**src/rtl/thermo_pkg.sv**
```systemverilog
package thermo_pkg;
  localparam int DEFAULT_SEL_W = 4;

  // Width of the compared bus for a given select width.
  function automatic int bus_width(input int sel_w);
    return 1 << sel_w;
  endfunction
endpackage

```
**src/rtl/thermo_decode.sv**
```systemverilog
module thermo_decode #(
  parameter int SEL_W = 4,
  parameter int BUS_W = 16
) (
  input  logic [SEL_W-1:0] sel,
  output logic [BUS_W-1:0] want
);
  // Bit g of the expected word is high when its index reaches the count.
  for (genvar g = 0; g < BUS_W; g++) begin : g_bit
    localparam logic [SEL_W-1:0] IDX = SEL_W'(g);
    assign want[g] = (sel <= IDX);
  end
endmodule

```
**src/rtl/thermo_compare.sv**
```systemverilog
module thermo_compare #(
  parameter int BUS_W = 16
) (
  input  logic [BUS_W-1:0] addr,
  input  logic [BUS_W-1:0] want,
  output logic             hit
);
  logic [BUS_W-1:0] same;

  for (genvar g = 0; g < BUS_W; g++) begin : g_eq
    assign same[g] = ~(addr[g] ^ want[g]);
  end

  assign hit = &same;
endmodule

```
**src/rtl/hold_reg.sv**
```systemverilog
module hold_reg (
  input  logic clk,
  input  logic rst,
  input  logic en,
  input  logic d,
  output logic q
);
  always_ff @(posedge clk) begin
    if (rst)     q <= 1'b1;
    else if (en) q <= d;
  end

  // with the enable low the stored value does not move
  a_r5_hold_stable: assert property (@(posedge clk) disable iff (rst)
    !en |=> $stable(q));

  // reset leaves the no-match level
  a_r6_reset_level: assert property (@(posedge clk)
    rst |=> q);
endmodule

```
**src/rtl/thermo_match_hold.sv**
```systemverilog
module thermo_match_hold import thermo_pkg::*; #(
  parameter int SEL_W = DEFAULT_SEL_W,
  localparam int BUS_W = bus_width(SEL_W)
) (
  input  logic             clk,
  input  logic             rst,
  input  logic [SEL_W-1:0] sel,
  input  logic [BUS_W-1:0] addr,
  input  logic             track,
  output logic             match_n
);
  logic [BUS_W-1:0] want;
  logic [BUS_W-1:0] low_part;
  logic             hit;

  thermo_decode #(.SEL_W(SEL_W), .BUS_W(BUS_W)) u_decode (
    .sel  (sel),
    .want (want)
  );

  thermo_compare #(.BUS_W(BUS_W)) u_compare (
    .addr (addr),
    .want (want),
    .hit  (hit)
  );

  hold_reg u_hold (
    .clk (clk),
    .rst (rst),
    .en  (track),
    .d   (~hit),
    .q   (match_n)
  );

  assign low_part = ~want;

  // exactly sel positions are expected low
  a_r2_low_count: assert property (@(posedge clk) disable iff (rst)
    $countones(low_part) == int'(sel));

  // the expected-low positions form one run starting at bit 0
  a_r2_thermo_shape: assert property (@(posedge clk) disable iff (rst)
    (low_part & (low_part + {{(BUS_W-1){1'b0}}, 1'b1})) == '0);

  // while tracking, the output takes the inverted compare result
  a_r4_follow: assert property (@(posedge clk) disable iff (rst)
    track |=> (match_n == !$past(hit)));
endmodule

```
**config.mk**
```make
export PLATFORM = sky130hd
export DESIGN_NAME = thermo_match_hold
export DESIGN_NICKNAME = d
export VERILOG_FILES = /design/src/rtl/thermo_pkg.sv /design/src/rtl/thermo_decode.sv /design/src/rtl/thermo_compare.sv /design/src/rtl/hold_reg.sv /design/src/rtl/thermo_match_hold.sv
export SDC_FILE = /design/constraint.sdc
export NUM_CORES = 1
export LEC_CHECK = 0
export CAP_MARGIN = 20
export CORE_AREA = 2 2 39 41
export CTS_CLUSTER_SIZE = 25
export DETAILED_ROUTE_END_ITERATION = 7
export DIE_AREA = 0 0 41 43
export PLACE_DENSITY = 0.73
export SLEW_MARGIN = 20
export SYNTH_ARGS = -nofsm -noshare
export SYNTH_HDL_FRONTEND = slang
export SYNTH_HIERARCHICAL = 1
export SYNTH_SLANG_ARGS = --single-unit
```
**constraint.sdc**
```tcl
create_clock -name clk -period 2 [get_ports clk]
set_input_delay 0.4 -clock clk [delete_from_list [all_inputs] [get_ports clk]]
set_output_delay 0.4 -clock clk [all_outputs]
set_load 0.1 [all_outputs]
```
==> reports/qor.txt <==
Worst Setup End Kind: flip-flop
WP data arrival: 1.81 ns
worst vdd rail ir drop: 0.0000894 V
switching power of the nets: 0.0562 mW
Worst Clk Skew: 0 ns
crit path max fanout: 3
Floorplan Core Area: 1380 um^2
layout overhead on the synthesized area: 94.9%
number of nets in the finished design: 100
endpoints failing hold: 0
fraction of final layout cells with drive strength greater than 1: 0.320
most area-consuming cells after synthesis: xnor2_1 (41%), nand4_1 (7.3%), buf_4 (6.6%), dfxtp_1 (5.8%), nand3_1 (4.4%)
vias in the first global route: 389
sequential share of power: 0.136
Worst Hold Launch: u_hold/q
Ports: 24
Yosys top cell area share: 0.409
total inserted antenna cells: 0
count of synthesis-stage warnings from yosys: 6
CTS Hold Buffers Added: 0
Internal Power: 0.104 mW
start point of the critical path: sel[1]
instance count of the mapped netlist: 46
overall routing resource usage: 0.109
chip height: 43 um
DRC Markers: 0
RR Startpoint: u_hold/q
leakage dissipation: 0.231 nW
unrepaired setup endpoints after global routing: true
first-pass GRT wire length: 1440 um
hold crit path type: reg -> reg
total power divided by cell area: 240 nW/um^2
crit start category: primary input
remaining global-route overflow: 0
biggest area consumer among synthesized cells: xnor2_1
number of antenna violations at the first check in global routing: 0
pin count of the biggest net entering global routing: 10
endpoint required time on the critical path: 1.88 ns
num rows: 14
fraction of power consumed by the clock network: 0
wire length reported by the detailed router: 926 um
final core utilization: 0.483
number of port buffers: 23
total die area: 1760 um^2
register bit count reported by yosys: 1
effective utilization at floorplan: 0.248
via/cell ratio: 4.57
total nets after synthesis: 69
via count: 416
sequential fraction of the synthesis area: 0.0584
summed instance area of the synthesized netlist: 343 um^2
clock slew at reported path FFs: 0 ns
Combinational Power Share: 0.864
distinct cell type count after synthesis: 20
Highest Clock Rate: 0.519 GHz
period utilisation layout: 0.963
Critical Setup Path Class: in -> reg
number of iterations in the first detailed-routing pass: 2
Post-Syn Area per Cell: 7.45 um^2
die width: 41 um
post-route setup slack: 0.0731 ns
register bank with the most flops: u_hold/q
Sum Neg Setup Slack: 0 ns
number of flip-flops under the largest register name: 1
clock latency reported for the late side of the worst-skew pair: 0 ns
Final setup violation count: 0
final critical-path required period: 1.93 ns
wire length per cell: 10.2 um
largest registers: u_hold/q: 1 flops
number of max-cap violations: 0
Final Wtd Congestion: 0.785
remaining antenna violation count after routing: 0
Switching Share: 0.351
initial detailed-routing violation count: 1
status: finished, final reports clean
Placement Setup Slack: -0.255 ns
Max Slew Vio Count: 0
==> final cells by class <==
class	instances	area [um^2]
Timing Repair Buffer	32	297
Inverter	2	7.51
Tap cell	16	20.0
Multi-Input combinational cell	40	324
Sequential cell	1	20.0
Fill cell	139	716
==> path summary, 6_finish.rpt <==
check	endpoint	slack (ns)	cells after the start
worst max-delay path	u_hold/q	0.07	9
worst min-delay path	u_hold/q	0.55	2
worst min register to register	u_hold/q	0.55	2
worst max register to register	u_hold/q	1.27	2
==> power groups by stage <==
stage	registers [mW]	clock network, mW	logic [mW]
6_report	0.0217	0	0.138
4_1_cts	0.0217	0	0.132
3_5_place_dp	0.0217	0	0.125
3_3_place_gp	0.0217	0	0.124
5_1_grt	0.0218	0	0.148
2_1_floorplan	0.0288	0	0.0562
==> worst max-delay path, cell delays in order <==
cell and delay, ns:
buf_6 0.09, or2_4 0.26, buf_6 0.12, nor3_4 0.11, xnor2_1 0.14, nand4_1 0.12, nor4_2 0.27, inv_1 0.06
a211o_1 0.24
==> metrics by stage <==
stage                     instances  total power, mW  area, um^2  hold WS (ns)
after global placement           88            0.145         613         0.552
after detailed placement         88            0.146         613         0.547
after global routing             91            0.170         668         0.585
final                            91            0.160         668         0.552
after CTS                        91            0.154         651         0.554
after floorplan                  46           0.0850         343         0.499
==> cells in the final DEF (no fill, tap or decap) <==
master,count
a211o_1,1
a21oi_1,1
a21oi_2,1
a21oi_4,1
and2_2,1
buf_2,2
buf_4,6
buf_6,5
clkbuf_2,1
clkdlybuf4s50_1,18
conb_1,1
dfxtp_1,1
inv_1,2
nand2_1,1
nand3_1,3
nand4_1,4
nor2_1,1
nor2b_1,1
nor3_2,2
nor3_4,1
nor4_2,1
o21ai_1,1
o21ai_2,2
or2_4,1
xnor2_1,16
==> cells by family (layout without fill, tap and decap cells) <==
| group | after synthesis | after routing | share of synthesized area |
|---|---|---|---|
| AO/OA/AOI/OAI | 7 | 7 | 0.135 |
| XOR/XNOR | 16 | 16 | 0.409 |
| buffers and inverters | 5 | 34 | 0.0876 |
| flip-flops | 1 | 1 | 0.0584 |
| other | 1 | 1 | 0.0109 |
| AND/OR/NAND/NOR | 16 | 16 | 0.299 |
==> metal layers <==
metal  vias up  routed length, um  GRT usage
li1        215                  -          -
met2        13                499      0.209
met3         0                 65          0
met4         0                  0          0
met5         -                  0          0
met1       188                361      0.133
==> Yosys cell counts <==
master,number
a211o_1,1
a21oi_1,2
a21oi_2,1
and2_2,1
buf_4,3
conb_1,1
dfxtp_1,1
inv_1,2
nand2_1,1
nand3_1,3
nand4_1,4
nor2_1,1
nor2b_1,1
nor3_1,2
nor3_2,1
nor4_2,1
o21ai_0,2
o21ai_2,1
or2_4,1
xnor2_1,16
==> repair_timing <==
action                     CTS  global route
gates cloned                 0             0
pin swaps                   11             5
gates resized for setup     19             9
setup buffers                3             0
setup endpoints to repair    1             1
No activity file was read; power rests on OpenSTA's default activity.
